**src/rtl/ee_twowire_pkg.sv**
```systemverilog
package ee_twowire_pkg;

    localparam logic [3:0] DEV_TYPE = 4'b1010;

    typedef enum logic [2:0] {
        ST_IDLE,
        ST_DEV,
        ST_ADDR,
        ST_WDATA,
        ST_RDATA
    } ew_state_e;

    // Byte-level control context: current phase, phase after the ACK slot,
    // bit position (0..7 data, 8 = ack drive, 9 = ack clock) and ack decision.
    typedef struct packed {
        ew_state_e  st;
        ew_state_e  nxt;
        logic [3:0] cnt;
        logic       ack;
    } ew_ctl_t;

    // Select hit: type nibble plus each strap bit not replaced by an address bit.
    function automatic logic sel_hit(input logic [7:0] sel, input logic [2:0] straps,
                                     input int hi_n);
        logic ok;
        ok = (sel[7:4] == DEV_TYPE);
        for (int i = 0; i < 3; i++) begin
            if (i >= hi_n && sel[i+1] != straps[i]) ok = 1'b0;
        end
        return ok;
    endfunction

endpackage

```
**src/rtl/ee_sel_decode.sv**
```systemverilog
module ee_sel_decode
    import ee_twowire_pkg::*;
#(
    parameter int HI_N = 1
) (
    input  logic [7:0] sel_byte,
    input  logic [2:0] straps,
    output logic       hit,
    output logic       is_read,
    output logic [2:0] hi_bits
);
    assign hit     = sel_hit(sel_byte, straps, HI_N);
    assign is_read = sel_byte[0];
    assign hi_bits = sel_byte[3:1];
endmodule

```
**src/rtl/ee_addr_ctr.sv**
```systemverilog
module ee_addr_ctr #(
    parameter int ADDR_W = 9,
    parameter int PAGE_W = 4
) (
    input  logic              clk,
    input  logic              rst,
    input  logic              ld_hi,
    input  logic [2:0]        hi_in,
    input  logic              ld_lo,
    input  logic [7:0]        lo_in,
    input  logic              inc_seq,
    input  logic              inc_page,
    output logic [ADDR_W-1:0] addr
);
    localparam logic [ADDR_W-1:0] PMASK = ADDR_W'((1 << PAGE_W) - 1);

    logic [10:0]       ld_val;
    logic [ADDR_W-1:0] nxt;

    assign ld_val = {hi_in, lo_in};

    always_comb begin
        nxt = addr;
        if (inc_seq)  nxt = addr + 1'b1;
        if (inc_page) nxt = (addr & ~PMASK) | ((addr + 1'b1) & PMASK);
        for (int i = 0; i < ADDR_W; i++) begin
            if (i < 8 && ld_lo)  nxt[i] = ld_val[i];
            if (i >= 8 && ld_hi) nxt[i] = ld_val[i];
        end
    end

    always_ff @(posedge clk) begin
        if (rst) addr <= '0;
        else     addr <= nxt;
    end

    // full-range step from the top address lands on zero
    a_r10_wrap_to_zero: assert property (@(posedge clk) disable iff (rst)
        (inc_seq && !ld_lo && !ld_hi && addr == {ADDR_W{1'b1}}) |=> addr == '0);

    // page step never disturbs the row bits
    a_r6_page_row_kept: assert property (@(posedge clk) disable iff (rst)
        (inc_page && !ld_lo && !ld_hi) |=>
        (addr[ADDR_W-1:PAGE_W] == $past(addr[ADDR_W-1:PAGE_W])));
endmodule

```
**src/rtl/ee_twowire_slave.sv**
```systemverilog
module ee_twowire_slave
    import ee_twowire_pkg::*;
#(
    parameter int MEM_BYTES  = 512,
    parameter int PAGE_BYTES = 16,
    localparam int ADDR_W    = $clog2(MEM_BYTES),
    localparam int PAGE_W    = $clog2(PAGE_BYTES),
    localparam int HI_N      = (ADDR_W > 8) ? ADDR_W - 8 : 0
) (
    input  logic              clk,
    input  logic              rst,
    input  logic              start_evt,
    input  logic              stop_evt,
    input  logic              bit_evt,
    input  logic              bit_val,
    input  logic              scl_fall,
    input  logic [2:0]        chip_en,
    input  logic              wr_lock,
    input  logic              wr_busy,
    output logic              sda_pull,
    output logic              wr_valid,
    output logic [ADDR_W-1:0] wr_addr,
    output logic [7:0]        wr_data,
    output logic              wr_commit,
    output logic              rd_en,
    output logic [ADDR_W-1:0] rd_addr,
    input  logic [7:0]        rd_data
);
    ew_ctl_t           ctl;
    logic [7:0]        shreg, tx, rx_byte;
    logic              rd_req, rd_cap, have_data;
    logic              hit, is_read;
    logic [2:0]        hi_bits;
    logic [ADDR_W-1:0] addr;
    logic              byte_done, ld_hi, ld_lo, inc_seq, inc_page;

    assign rx_byte   = {shreg[6:0], bit_val};
    assign byte_done = !wr_busy && !start_evt && !stop_evt && bit_evt &&
                       ctl.st != ST_IDLE && ctl.cnt == 4'd7;
    assign ld_hi     = byte_done && ctl.st == ST_DEV && hit;
    assign ld_lo     = byte_done && ctl.st == ST_ADDR;
    assign inc_page  = byte_done && ctl.st == ST_WDATA && !wr_lock;
    assign inc_seq   = byte_done && ctl.st == ST_RDATA;
    assign rd_en     = rd_req;
    assign rd_addr   = addr;

    ee_sel_decode #(.HI_N(HI_N)) sel_i (
        .sel_byte(rx_byte), .straps(chip_en),
        .hit(hit), .is_read(is_read), .hi_bits(hi_bits)
    );

    ee_addr_ctr #(.ADDR_W(ADDR_W), .PAGE_W(PAGE_W)) ctr_i (
        .clk(clk), .rst(rst),
        .ld_hi(ld_hi), .hi_in(hi_bits),
        .ld_lo(ld_lo), .lo_in(rx_byte),
        .inc_seq(inc_seq), .inc_page(inc_page),
        .addr(addr)
    );

    always_ff @(posedge clk) begin
        if (rst) begin
            ctl       <= '{st: ST_IDLE, nxt: ST_IDLE, cnt: 4'd0, ack: 1'b0};
            shreg     <= '0;
            tx        <= '0;
            rd_req    <= 1'b0;
            rd_cap    <= 1'b0;
            have_data <= 1'b0;
            sda_pull  <= 1'b0;
            wr_valid  <= 1'b0;
            wr_addr   <= '0;
            wr_data   <= '0;
            wr_commit <= 1'b0;
        end else begin
            wr_valid  <= 1'b0;
            wr_commit <= 1'b0;
            rd_req    <= 1'b0;
            rd_cap    <= rd_req;
            if (rd_cap) tx <= rd_data;

            if (wr_busy) begin
                ctl.st   <= ST_IDLE;
                ctl.cnt  <= 4'd0;
                sda_pull <= 1'b0;
            end else if (start_evt) begin
                ctl.st   <= ST_DEV;
                ctl.cnt  <= 4'd0;
                sda_pull <= 1'b0;
            end else if (stop_evt) begin
                if (ctl.st == ST_WDATA && ctl.cnt == 4'd0 && have_data)
                    wr_commit <= 1'b1;
                ctl.st   <= ST_IDLE;
                ctl.cnt  <= 4'd0;
                sda_pull <= 1'b0;
            end else if (ctl.st != ST_IDLE) begin
                if (bit_evt) begin
                    if (ctl.cnt < 4'd7) begin
                        shreg   <= rx_byte;
                        ctl.cnt <= ctl.cnt + 4'd1;
                    end else if (ctl.cnt == 4'd7) begin
                        shreg   <= rx_byte;
                        ctl.cnt <= 4'd8;
                        case (ctl.st)
                            ST_DEV: begin
                                if (hit) begin
                                    ctl.ack   <= 1'b1;
                                    ctl.nxt   <= is_read ? ST_RDATA : ST_ADDR;
                                    rd_req    <= is_read;
                                    have_data <= 1'b0;
                                end else begin
                                    ctl.st   <= ST_IDLE;
                                    ctl.cnt  <= 4'd0;
                                    sda_pull <= 1'b0;
                                end
                            end
                            ST_ADDR: begin
                                ctl.ack <= 1'b1;
                                ctl.nxt <= ST_WDATA;
                            end
                            ST_WDATA: begin
                                ctl.ack <= !wr_lock;
                                ctl.nxt <= ST_WDATA;
                                if (!wr_lock) begin
                                    wr_valid  <= 1'b1;
                                    wr_addr   <= addr;
                                    wr_data   <= rx_byte;
                                    have_data <= 1'b1;
                                end
                            end
                            default: ;
                        endcase
                    end else if (ctl.cnt == 4'd8) begin
                        ctl.cnt <= 4'd9;
                        if (ctl.st == ST_RDATA) begin
                            if (bit_val) begin
                                ctl.st   <= ST_IDLE;
                                ctl.cnt  <= 4'd0;
                                sda_pull <= 1'b0;
                            end else begin
                                rd_req <= 1'b1;
                            end
                        end
                    end
                end else if (scl_fall) begin
                    if (ctl.st == ST_RDATA && ctl.cnt < 4'd8) begin
                        sda_pull <= ~tx[3'd7 - ctl.cnt[2:0]];
                    end else if (ctl.cnt == 4'd8) begin
                        sda_pull <= (ctl.st == ST_RDATA) ? 1'b0 : ctl.ack;
                    end else if (ctl.cnt == 4'd9) begin
                        ctl.cnt  <= 4'd0;
                        ctl.st   <= ctl.nxt;
                        sda_pull <= (ctl.nxt == ST_RDATA) ? ~tx[7] : 1'b0;
                    end
                end
            end
        end
    end

    // a running internal write keeps the slave off the bus
    a_r11_busy_quiet: assert property (@(posedge clk) disable iff (rst)
        wr_busy |=> !sda_pull);

    // no byte is handed on while the array is locked
    a_r5_lock_blocks_write: assert property (@(posedge clk) disable iff (rst)
        wr_valid |-> !$past(wr_lock));

    // a commit is always caused by a STOP
    a_r7_commit_after_stop: assert property (@(posedge clk) disable iff (rst)
        wr_commit |-> $past(stop_evt));

    // an idle slave never holds SDA
    a_r1_idle_released: assert property (@(posedge clk) disable iff (rst)
        (ctl.st == ST_IDLE) |-> !sda_pull);

    // each array read is a single strobe
    a_r8_single_strobe: assert property (@(posedge clk) disable iff (rst)
        rd_en |=> !rd_en);
endmodule

```
**config.mk**
```make
export PLATFORM = sky130hd
export DESIGN_NAME = ee_twowire_slave
export DESIGN_NICKNAME = d
export VERILOG_FILES = /design/src/rtl/ee_twowire_pkg.sv /design/src/rtl/ee_sel_decode.sv /design/src/rtl/ee_addr_ctr.sv /design/src/rtl/ee_twowire_slave.sv
export SDC_FILE = /design/constraint.sdc
export NUM_CORES = 1
export LEC_CHECK = 0
export BUFFER_PORTS_ARGS = -buffer_cell sky130_fd_sc_hd__clkbuf_2
export CAP_MARGIN = 15
export CORE_MARGIN = 1.5
export CORE_UTILIZATION = 55
export DETAILED_ROUTE_END_ITERATION = 10
export GPL_ROUTABILITY_DRIVEN = 0
export PLACE_DENSITY = 0.9
export SLEW_MARGIN = 20
export SYNTH_ARGS = -nofsm -noshare
export SYNTH_HDL_FRONTEND = slang
export SYNTH_SLANG_ARGS = --single-unit
```
**constraint.sdc**
```tcl
create_clock -name clk -period 2.9 [get_ports clk]
set_input_delay 0.58 -clock clk [delete_from_list [all_inputs] [get_ports clk]]
set_output_delay 0.58 -clock clk [all_outputs]
set_load 0.05 [all_outputs]
```
=== Yosys cells after proc, flatten, opt, wreduce, memory -nomap -nowiden ===
Index checks and enable logic that the tools add are counted.
W data, S select, Z words.

* Add/subtract/negate cells: 3
* Reductions and logical operators: 47
* Eq/ne operators: 31
* Muxes and demuxes: 79
* Bitwise logic cells: 12
* Magnitude comparators: 3

{| class="wikitable"
|+ Operator list
! cell !! number
|-
| $mux W4 || 12
|-
| $mux W3 || 15
|-
| $mux W1 || 42
|-
| $reduce_and A9 Y1 || 4
|-
| $mux W9 || 3
|-
| $reduce_and A11 Y1 || 2
|-
| $ne A5 B3 Y1 const B || 3
|-
| $reduce_bool A3 Y1 || 5
|-
| $logic_and A1 B1 Y1 || 14
|-
| $mux W7 || 2
|-
| $eq A4 B4 Y1 const B || 3
|-
| $ne A4 B4 Y1 const B || 3
|-
| $reduce_and A6 Y1 || 2
|-
| $reduce_bool A4 Y1 || 3
|-
| $not A1 Y1 || 11
|-
| $ne A2 B2 Y1 const B || 5
|-
| $ne A5 B5 Y1 const B || 2
|-
| $reduce_and A10 Y1 || 1
|-
| $reduce_bool A2 Y1 || 5
|-
| $add A9 B1 Y9 const B || 1
|-
| $ne A3 B1 Y1 const B || 3
|-
| $ne A3 B3 Y1 const B || 3
|-
| $or A9 B4 Y9 || 1
|-
| $reduce_or A9 Y1 || 1
|-
| other kinds (21) || 29
|}

* Word-level logic and storage cells: 192
* Bits of input ports: 20
* Output and inout bits: 30
* Bits in registers: 58

=== Depth between registers and ports, before layout ===
Gate-level depths: netlist of run 1.

* Word-level depth: 11
* Gate-level depth with buffers: 9

=== Hierarchy ===
Synthesis of run 1 repeated with hierarchy kept, for this count alone.

* Cell total of the unflattened synthesis: 337
* Area total of the unflattened synthesis: 2947.8 um^2

{| class="wikitable"
|+ By module, submodules not included
! module !! instances !! cells each !! seq. area each (um^2) !! area an instance (um^2)
|-
| ee_twowire_slave || 1 || 263 || 980.9 || 2353.5
|-
| ee_addr_ctr || 1 || 66 || 180.2 || 530.5
|-
| ee_sel_decode || 1 || 8 || 0.0 || 63.8
|}

=== Worst setup path after synthesis of run 1 ===
OpenSTA, ideal clock, no wires.

* Kind: in2reg
* Start: in wr_busy
* End: reg wr_addr[4]
* Slack: 275 ps
* Buffers on the path: 4
* Data arrival time: 2498 ps
* Stages on the path: 9
* Data required time: 2772 ps
* Cell sequence: or4b_1 > buf_2 > or3_1 > buf_2 > nor4_4 > buf_6 > buf_12 > mux2i_1 > nor2_1

* Longest elaborated chain between the ends: 2

{| class="wikitable"
|+ RTL lines
! element !! line !! text
|-
| start: declaration || ee_twowire_slave.sv:19 || <nowiki>input logic wr_busy,</nowiki>
|-
| $not A1 Y1 (no source line) || -- ||
|-
| $reduce_and A9 Y1 (no source line) || -- ||
|-
| end signal: assignment || ee_twowire_slave.sv:124 || <nowiki>wr_addr <= addr;</nowiki>
|-
| end: declaration || ee_twowire_slave.sv:22 || <nowiki>output logic [ADDR_W-1:0] wr_addr,</nowiki>
|}

Every way passes these cells.
A chain may end at the register's enable or synchronous reset.

=== Worst setup path in the final report of run 1 ===
* Start: reg ctl[2] (netlist name)
* End: reg ctl[5] (netlist name)

* Longest elaborated chain between the ends: 3
* Elaborated cells on any way between the ends: 4
* Classes of those cells: 1 x order compare; 1 x eq/ne; 1 x bitwise; 1 x reduce/logical

{| class="wikitable"
|+ RTL lines
! element !! line !! text
|-
| start: declaration || ee_twowire_slave.sv:29 || <nowiki>ew_ctl_t ctl;</nowiki>
|-
| start signal: assignment || ee_twowire_slave.sv:62 || <nowiki>ctl <= '{st: ST_IDLE, nxt: ST_IDLE, cnt: 4'd0, ack: 1'b0};</nowiki>
|-
| $lt A4 B3 Y1 || ee_twowire_slave.sv:96 || <nowiki>if (ctl.cnt < 4'd7) begin</nowiki>
|-
| $not A1 Y1 (no source line) || -- ||
|-
| $reduce_and A9 Y1 (no source line) * || -- ||
|}

Every way passes the cells marked *; elsewhere a longest branch is shown, timed or not.

==> results.yml, run 1 <==
global_route:
  grt_pass1_vias: 2369
  grt_max_degree: 55
  grt_pass1_wl_um: 11100
  grt_use_total_pct: 26.5
  grt_antenna_before_repair: 0
  grt_overflow_total: 0
clocking:
  cts_buffer_depth: 2
  cts.sinks: 58
  cts.clk_slew.worst_paths_ns: 0.07
  clock-root-buffer: "clkbuf_8"
  cts_max_level: 3
  cts_resized: 0
  ctsHoldBuffers: 0
  clock_latency_ns: 0.35
  post_cts_buffers: 0
  cts_buffers: 9
  cts_tree: "built"
floorplan:
  fp.dieArea_sq_um: 5620
  ios: 50
  core_area_sq_um: 5040
  std_cell_rows: 26
  start_util_pct: 56.5
  die_w_um: 75.0
  die_h_um: 75.0
power_and_ir_drop:
  pwr-share-comb_pct: 3.2
  p_total_w: 0.00153
  seqPwrFrac_pct: 52.1
  p_sw_share_pct: 25.3
  p_int_w: 0.00115
  clock_power_share_pct: 44.7
  power.density_nw_per_um2: 464
  p_sw_w: 0.000388
  leakagePower_nw: 1.15
  vdd_drop_max_v: 0.000369
outcome:
  status: "completed"
synthesis:
  synth.distinct_cells: 51
  synth-seq-cells: 58
  yosysTopAreaCellShare_pct: 40.8
  muxShareOfSynthArea_pct: 14.6
  netlist_area_sq_um: 2850
  seq_area_frac_synth_pct: 40.8
  synthAdderAreaFrac_pct: 1.76
  syn_area_per_cell_sq_um: 8.90
  synth_xor_area_share_pct: 1.23
  synthTopCellsByArea: "dfxtp_1, mux2i_1, nor2_1"
  synth.most_common_cell: "dfxtp_1"
  synth_top_family_by_area: "simple AND/OR/NAND/NOR gates"
  synth_simple_gate_area_share_pct: 25.4
  syn_inst: 320
  synth_edf_count: 0
  synth_nets: 344
  synth_area_leader_cell: "dfxtp_1"
  async_reset_ff_share_pct: 0
  synth-compound-area-share_pct: 11.8
  synth_commonest_cells: "dfxtp_1, nor2_1, mux2i_1"
  synth_ff_type: "dfxtp_1"
  yosysWarnings: 0
drt:
  vias: 2604
  dr_wl_met2_um: 3170
  vias_per_cell: 5.95
  met1Wirelength_um: 2910
  dr.pass1.iters: 6
  drc_errors: 0
  wl_um: 6820
  ant_nets: 0
  drt_iter0_drc: 334
  top_layer: "met4"
  wl_met3_um: 578
  post_drt_wl_per_cell_um: 15.6
sta:
  relSlewSlack_pct: 46.5
  setup_viol: 0
  setup_tns_ns: 0
  period_needed_ns: 2.66
  fin_crit_sh_pct: 91.8
  fmax_ghz: 0.376
  worst_clock_skew_ns: 0.0116
  hold_viol: 0
  rsz0062_at_grt: "no"
  worst_pin_slew_ns: 0.797
  slew_violations: 0
placed_design:
  io_buffers: 48
  dp_hpwl_um: 4580
worst_setup_path:
  crit_fanout: 10
  r2r-start: "ctl[2]"
  r2r_setup_slack_ns: 0.24
  critPathLaunchType: "flop"
  worstSetupPathType: "reg -> reg"
  r2r_end: "ctl[5]"
  reg2reg_depth: 6
  worst_setup_path_end_kind: "flop"
  cp.required_ns: 3.12
  critical_path_arrival_ns: 2.88
flow_run:
  maxCapViolCount: 0
worst_hold_path:
  worstHoldPathType: "in -> reg"
  hold_path_end: "ctl[8]"
  min_path_cells: 2
  min_from: "wr_busy"
cells_and_area:
  fill_cells: 385
  diodes: 0
  final_nets: 387
  area_growth_pct: 16.1
  layout-drive-gt1-share_pct: 22.0
## power by group through the flow
stage,sequential (W),combinational [W],clock (W)
6_report,0.000799,0.0000489,0.000686
5_1_grt,0.000799,0.0000536,0.000733
3_5_place_dp,0.000817,0.0000484,0
3_3_place_gp,0.000817,0.0000473,0
4_1_cts,0.000799,0.0000483,0.000689
2_1_floorplan,0.000816,0.0000272,0
## per-stage QoR
step | cells | cell area, sq um | hold WS [ns] | setup slack (ns) | util (%)
after floorplan | 320 | 2850 | 0.455 | 0.275 | -
after global placement | 422 | 3130 | 0.460 | 0.181 | 62.0
after detailed placement | 422 | 3130 | 0.453 | 0.143 | 62.0
after CTS | 438 | 3310 | 0.441 | 0.267 | 65.6
after global routing | 438 | 3310 | 0.446 | 0.0756 | 65.6
final | 438 | 3310 | 0.444 | 0.238 | 65.6
## worst max-delay path, cell delays in order (launching register included)
cell and delay (ns):
dfxtp_1 0.56, ha_1 0.36, nor2_1 0.08, or4b_2 0.68, nor3_2 0.54, mux2i_1 0.26, nor2_1 0.06
## worst max path at each step
| stage | startpoint | to | cells after the start |
|---|---|---|---|
| detailed placement | wr_busy | ctr_i.addr[4] | 7 |
| global route | ctl[2] | ctl[5] | 6 |
| global placement | wr_busy | ctr_i.addr[4] | 7 |
| finish | ctl[2] | ctl[5] | 6 |
| floorplan | wr_busy | wr_addr[4] | 9 |
| CTS | ctl[2] | ctl[5] | 6 |
## kinds of logic after synthesis
| kind of cell | after synthesis |
|---|---|
| xor+xnor | 4 |
| compound gates | 55 |
| buf+inv | 26 |
| simple gates | 134 |
| fa+ha+maj | 4 |
| mux | 39 |
| flops | 58 |
## flip-flops by register name, indices dropped and copies added (netlist names)
register    flops
sda_pull        1
wr_valid        1
tx              8
ctr_i.addr      9
rd_cap          1
wr_commit       1
wr_data         8
ctl            11
have_data       1
rd_en           1
shreg           7
wr_addr         9
## layout make-up
class	instances	area [sq um]	area share, %
Sequential cell	58	1160	35.1
Timing Repair Buffer	55	305	9.24
Multi-Input combinational cell	236	1560	47.2
Clock buffer	10	138	4.16
Clock inverter	6	41.3	1.25
Tap cell	70	87.6	2.65
Inverter	3	11.3	0.341
## metal layers
metal,GRT usage (%),vias up
li1,-,1244
met1,34.2,1211
met2,40.6,131
met3,7.76,18
met4,12.9,0
met5,0,-
## placed cells by master (no fill, tap or decap), types with 2 or more instances in the layout
master	n
inv_1	3
buf_4	6
nand4_1	4
or4b_1	3
and3_1	2
nor4b_1	5
o21ai_0	8
clkbuf_2	48
o22ai_1	2
mux2i_1	37
dfxtp_1	58
o31ai_1	3
clkinvlp_4	3
nand2b_1	5
mux4_2	2
nor3_2	2
or2_2	2
nor2b_1	8
a21oi_1	21
or3_1	4
nand2_1	17
a31oi_1	6
nor4_1	2
or4_1	2
nor3b_1	5
nor2_1	48
nand3_1	8
nor3_1	10
a211oi_1	4
ha_1	4
clkbuf_8	10
xnor2_1	3
clkinv_2	2
Power figures use the tool's default switching activity.
==> run 2: changes to the inputs <==
--- a/config.mk
+++ b/config.mk
@@ -7,7 +7,6 @@
 export LEC_CHECK = 0
 export BUFFER_PORTS_ARGS = -buffer_cell sky130_fd_sc_hd__clkbuf_2
 export CAP_MARGIN = 15
-export CORE_MARGIN = 1.5
 export CORE_UTILIZATION = 55
 export DETAILED_ROUTE_END_ITERATION = 10
 export GPL_ROUTABILITY_DRIVEN = 0
==> results.yml, run 2 (synthesis results as in run 1) <==
outcome:
  status: "completed"
sta:
  fin_hold_ws_ns: 0.452
  hold_viol: 0
  rsz0062_at_grt: "no"
  setup_tns_ns: 0
  fin_crit_sh_pct: 90.3
  fmax_ghz: 0.382
  relSlewSlack_pct: 58.5
  worst_clock_skew_ns: 0.00847
  worst_pin_slew_ns: 0.613
  setup_viol: 0
  period_needed_ns: 2.62
  slew_violations: 0
drt:
  vias: 2614
  dr.pass1.iters: 5
  vias_per_cell: 6.00
  wl_um: 7060
  post_drt_wl_per_cell_um: 16.2
  drc_errors: 0
  drt_iter0_drc: 248
  ant_nets: 0
worst_setup_path:
  crit_fanout: 17
  cp.depth: 7
  worst_setup_path_end_kind: "flop"
  slowest_stage: "dfxtp_1"
  cp.required_ns: 3.12
  critical_path_arrival_ns: 2.84
  critPathLaunchType: "flop"
  worstSetupPathType: "reg -> reg"
  reg2reg_depth: 7
  crit_chain: "ha_1, nand2_1, or3_1, nor4_4, buf_12, mux2i_1, nor2_1"
  crit_buf_inv: 1
  crit_family: "simple AND/OR/NAND/NOR gates"
  slowest_delay_ns: 0.58
clocking:
  ctsHoldBuffers: 0
  cts_buffer_depth: 2
  cts_resized: 0
  cts.clk_slew.worst_paths_ns: 0.06
  cts_tree: "built"
  cts_max_level: 3
  cts.sinks: 58
  post_cts_buffers: 0
  cts_buffers: 9
  clock_latency_ns: 0.35
  clock-root-buffer: "clkbuf_8"
global_route:
  grt_antenna_before_repair: 0
  grt_pass1_vias: 2483
  grt_use_total_pct: 29.0
  grt_max_degree: 37
  grt_overflow_total: 0
  grt_pass1_wl_um: 11800
cells_and_area:
  largest_reg_flops: 11
  final_nets: 388
  layout-drive-gt1-share_pct: 21.4
  area_growth_pct: 16.9
  regMostFlops: "ctl"
  reg_top3: "ctl (11), ctr_i.addr (9), wr_addr (9)"
  fin_area_sq_um: 3330
  fill_cells: 359
  final_cell_mix: "dfxtp_1, nor2_1, clkbuf_2"
  layout_commonest_cell: "dfxtp_1"
  layoutNonFillerInstCount: 436
  diodes: 0
floorplan:
  die_h_um: 74.0
  ios: 50
  core_area_sq_um: 4850
  die_w_um: 74.0
  std_cell_rows: 25
  fp.dieArea_sq_um: 5470
  start_util_pct: 58.7
placed_design:
  post_dp_cell_area_sq_um: 3130
  io_buffers: 48
  dp.cells: 420
  dp_hpwl_um: 4820
worst_hold_path:
  worstHoldPathType: "in -> reg"
  min_path_cells: 2
power_and_ir_drop:
  power.density_nw_per_um2: 483
  leakagePower_nw: 1.17
  vdd_drop_max_v: 0.000534
  p_total_w: 0.00161
flow_run:
  maxCapViolCount: 0
[run 2: final timing paths]
path / startpoint / endpoint / slack, ns
setup / recovery: ctl[2] / wr_data[7] / 0.28
hold / removal: wr_busy / ctl[8] / 0.45
setup reg to reg: ctl[2] / wr_data[7] / 0.28
hold reg to reg: rd_en / rd_cap / 0.48
[run 2: final cells by class]
| cell class | count | area, sq um | share of cell area [%] |
|---|---|---|---|
| Sequential cell | 58 | 1160 | 34.9 |
| Timing Repair Buffer | 56 | 313 | 9.40 |
| Inverter | 3 | 11.3 | 0.338 |
| Multi-Input combinational cell | 236 | 1560 | 46.9 |
| Clock inverter | 2 | 35.0 | 1.05 |
| Clock buffer | 14 | 163 | 4.89 |
| Tap cell | 67 | 83.8 | 2.52 |
[run 2: layer usage]
layer	vias to the layer above	wire, um	share of wire [%]	global-route usage, %
li1	1242	-	-	-
met1	1216	3000	43	36.3
met2	143	3310	47	47.1
met3	13	614	8.7	7.99
met4	0	131	1.9	12.8
met5	-	0	0	0
[run 2: power breakdown]
group | internal [W] | switching, W | total, W | leakage (nW)
Combinational | 0.0000182 | 0.0000331 | 0.0000513 | 0.604
Sequential | 0.000797 | 0.00000227 | 0.000800 | 0.467
Clock | 0.000443 | 0.000312 | 0.000755 | 0.101
[run 2: per-stage QoR]
step	utilization (%)	worst slack (ns)
3_5_place_dp	64.6	0.0965
6_report	68.6	0.280
5_1_grt	68.6	0.123
4_1_cts	68.6	0.295
2_1_floorplan	-	0.275
3_3_place_gp	64.6	0.191
==> run 3: changes to the inputs <==
--- a/config.mk
+++ b/config.mk
@@ -5,12 +5,13 @@
 export SDC_FILE = /design/constraint.sdc
 export NUM_CORES = 1
 export LEC_CHECK = 0
+export ABC_AREA = 1
 export BUFFER_PORTS_ARGS = -buffer_cell sky130_fd_sc_hd__clkbuf_2
 export CAP_MARGIN = 15
-export CORE_UTILIZATION = 55
+export CORE_UTILIZATION = 56
 export DETAILED_ROUTE_END_ITERATION = 10
 export GPL_ROUTABILITY_DRIVEN = 0
-export PLACE_DENSITY = 0.9
+export PLACE_DENSITY = 0.91
 export SLEW_MARGIN = 20
 export SYNTH_ARGS = -nofsm -noshare
 export SYNTH_HDL_FRONTEND = slang
==> results.yml, run 3 <==
outcome:
  status: "completed"
worst_setup_path:
  endpoint: "ctr_i.addr[0]"
  cp.required_ns: 3.14
  r2r_end: "ctr_i.addr[0]"
  critPathLaunchType: "flop"
  r2r-start: "ctl[1]"
  worst_setup_path_end_kind: "flop"
  critical_path_arrival_ns: 2.28
  r2r_setup_slack_ns: 0.86
  worstSetupPathType: "reg -> reg"
  crit_fanout: 16
  critPathLaunch: "ctl[1]"
  reg2reg_depth: 8
sta:
  relSlewSlack_pct: 65.4
  rsz0062_at_grt: "no"
  period_needed_ns: 2.04
  fin_crit_sh_pct: 70.4
  setup_tns_ns: 0
  fin_hold_ws_ns: 0.437
  fmax_ghz: 0.490
  worst_clock_skew_ns: 0.00627
  hold_viol: 0
  slew_violations: 0
  worst_pin_slew_ns: 0.515
  setup_viol: 0
power_and_ir_drop:
  clock_power_share_pct: 48.5
  vdd_drop_max_v: 0.000399
  power.density_nw_per_um2: 492
  p_int_w: 0.00133
  p_total_w: 0.00170
  pwr-share-comb_pct: 4.3
  p_sw_w: 0.000369
  p_sw_share_pct: 21.8
  seqPwrFrac_pct: 47.2
  leakagePower_nw: 1.55
floorplan:
  ios: 50
  die_h_um: 74.4
  die_w_um: 74.4
  start_util_pct: 57.9
  core_area_sq_um: 5070
  fp.dieArea_sq_um: 5540
  std_cell_rows: 26
clocking:
  cts.clk_slew.worst_paths_ns: 0.06
  cts_buffer_depth: 2
  clock_latency_ns: 0.34
  cts_tree: "built"
  cts_max_level: 3
  post_cts_buffers: 0
  cts_buffers: 9
  ctsHoldBuffers: 0
  cts_resized: 0
  cts.sinks: 58
  clock-root-buffer: "clkbuf_8"
drt:
  post_drt_wl_per_cell_um: 12.2
  vias: 3084
  wl_um: 7080
  ant_nets: 0
  dr.pass1.iters: 6
  vias_per_cell: 5.33
  drc_errors: 0
  drt_iter0_drc: 279
synthesis:
  synth-seq-cells: 58
  syn_inst: 452
  syn_area_per_cell_sq_um: 6.50
  synth_edf_count: 0
  netlist_area_sq_um: 2940
  seq_area_frac_synth_pct: 39.5
  synth_nets: 476
  synth.distinct_cells: 29
  synth_area_leader_cell: "dfxtp_1"
  synthTopCellsByArea: "dfxtp_1, nor2_1, nand2_1"
  async_reset_ff_share_pct: 0
  synth.most_common_cell: "nor2_1"
  yosysWarnings: 0
  synth_ff_type: "dfxtp_1"
  synth_commonest_cells: "nor2_1, nand2_1, dfxtp_1"
  yosysTopAreaCellShare_pct: 39.5
placed_design:
  io_buffers: 48
  dp_hpwl_um: 5210
global_route:
  grt_use_total_pct: 28.4
  grt_pass1_vias: 2771
  grt_max_degree: 22
  grt_antenna_before_repair: 0
  grt_overflow_total: 0
  grt_pass1_wl_um: 11800
cells_and_area:
  regMostFlops: "ctl"
  layout-drive-gt1-share_pct: 16.5
  layout_commonest_cell: "nor2_1"
  final_cell_mix: "nor2_1, nand2_1, dfxtp_1"
  area_growth_pct: 17.3
  diodes: 0
  largest_reg_flops: 11
  final_nets: 528
  reg_top3: "ctl (11), ctr_i.addr (9), wr_addr (9)"
worst_hold_path:
  worstHoldPathType: "reg -> reg"
flow_run:
  maxCapViolCount: 0
run 3: cell types whose count changed in the layout (fill, tap and decap cells not counted), sizes merged, moves of 6 or more:
| cell | before | now |
|---|---|---|
| buf | 8 | 2 |
| a31oi | 6 | 0 |
| inv | 3 | 53 |
| nor2 | 48 | 119 |
| mux2i | 37 | 0 |
| nand2 | 17 | 75 |
| nand3 | 8 | 40 |
| o21ai | 9 | 51 |
| nor2b | 8 | 0 |
run 3: layout make-up:
class	count	area (sq um)
clock buffers	11	141
clock inverters	5	77.6
fillers	459	1630
inverters	55	208
multi-input cells	330	1520
flip-flops and latches	58	1160
well taps	70	87.6
repair buffers	50	255
run 3: power by group through the flow:
stage	Combinational [W]	Clock, W	Sequential [W]
4_1_cts	0.0000721	0.000838	0.000800
3_3_place_gp	0.0000701	0	0.000818
3_5_place_dp	0.0000713	0	0.000818
5_1_grt	0.0000822	0.000874	0.000800
2_1_floorplan	0.0000442	0	0.000818
6_report	0.0000730	0.000823	0.000800
run 3: worst min path at each step:
stage | from | end | cells past startpoint | slack [ns]
finish | rd_en | rd_cap | 2 | 0.44
global route | rd_en | rd_cap | 2 | 0.45
CTS | rd_en | rd_cap | 2 | 0.44
detailed placement | rd_en | rd_cap | 2 | 0.43
global placement | rd_en | rd_cap | 2 | 0.43
floorplan | have_data | have_data | 2 | 0.43
run 3: routing by layer:
| layer | track usage [%] | vias up | share of wire [%] |
|---|---|---|---|
| met5 | 0 | - | 0 |
| met4 | 16.6 | 0 | 3.9 |
| met3 | 8.54 | 32 | 6.8 |
| met2 | 47.1 | 127 | 48 |
| met1 | 32.3 | 1377 | 42 |
| li1 | - | 1548 | - |
run 3: kinds of logic after synthesis:
logic type / after synthesis / share of synthesized area [%]
flops: 58 / 39.5
compound gates: 74 / 12.9
xor+xnor: 4 / 1.19
buf+inv: 64 / 8.90
simple gates: 248 / 35.8
fa+ha+maj: 4 / 1.70
run 3: critical path: stages, from the launching register on:
cell and delay, ns:
dfxtp_1 0.49, ha_1 0.27, nand2_1 0.12, nor2_2 0.24
nand3_2 0.32, nand2_1 0.15, nor2_1 0.10, o21ai_0 0.19
nor2_1 0.05
run 3: stage by stage:
| step | instances | worst slack, ns | area, sq um | util, % |
|---|---|---|---|---|
| finish | 579 | 0.859 | 3450 | 67.9 |
| global route | 579 | 0.639 | 3450 | 67.9 |
| CTS | 579 | 0.893 | 3450 | 67.9 |
| detailed placement | 563 | 0.815 | 3230 | 63.6 |
| global placement | 563 | 0.858 | 3230 | 63.6 |
| floorplan | 452 | 1.15 | 2940 | - |
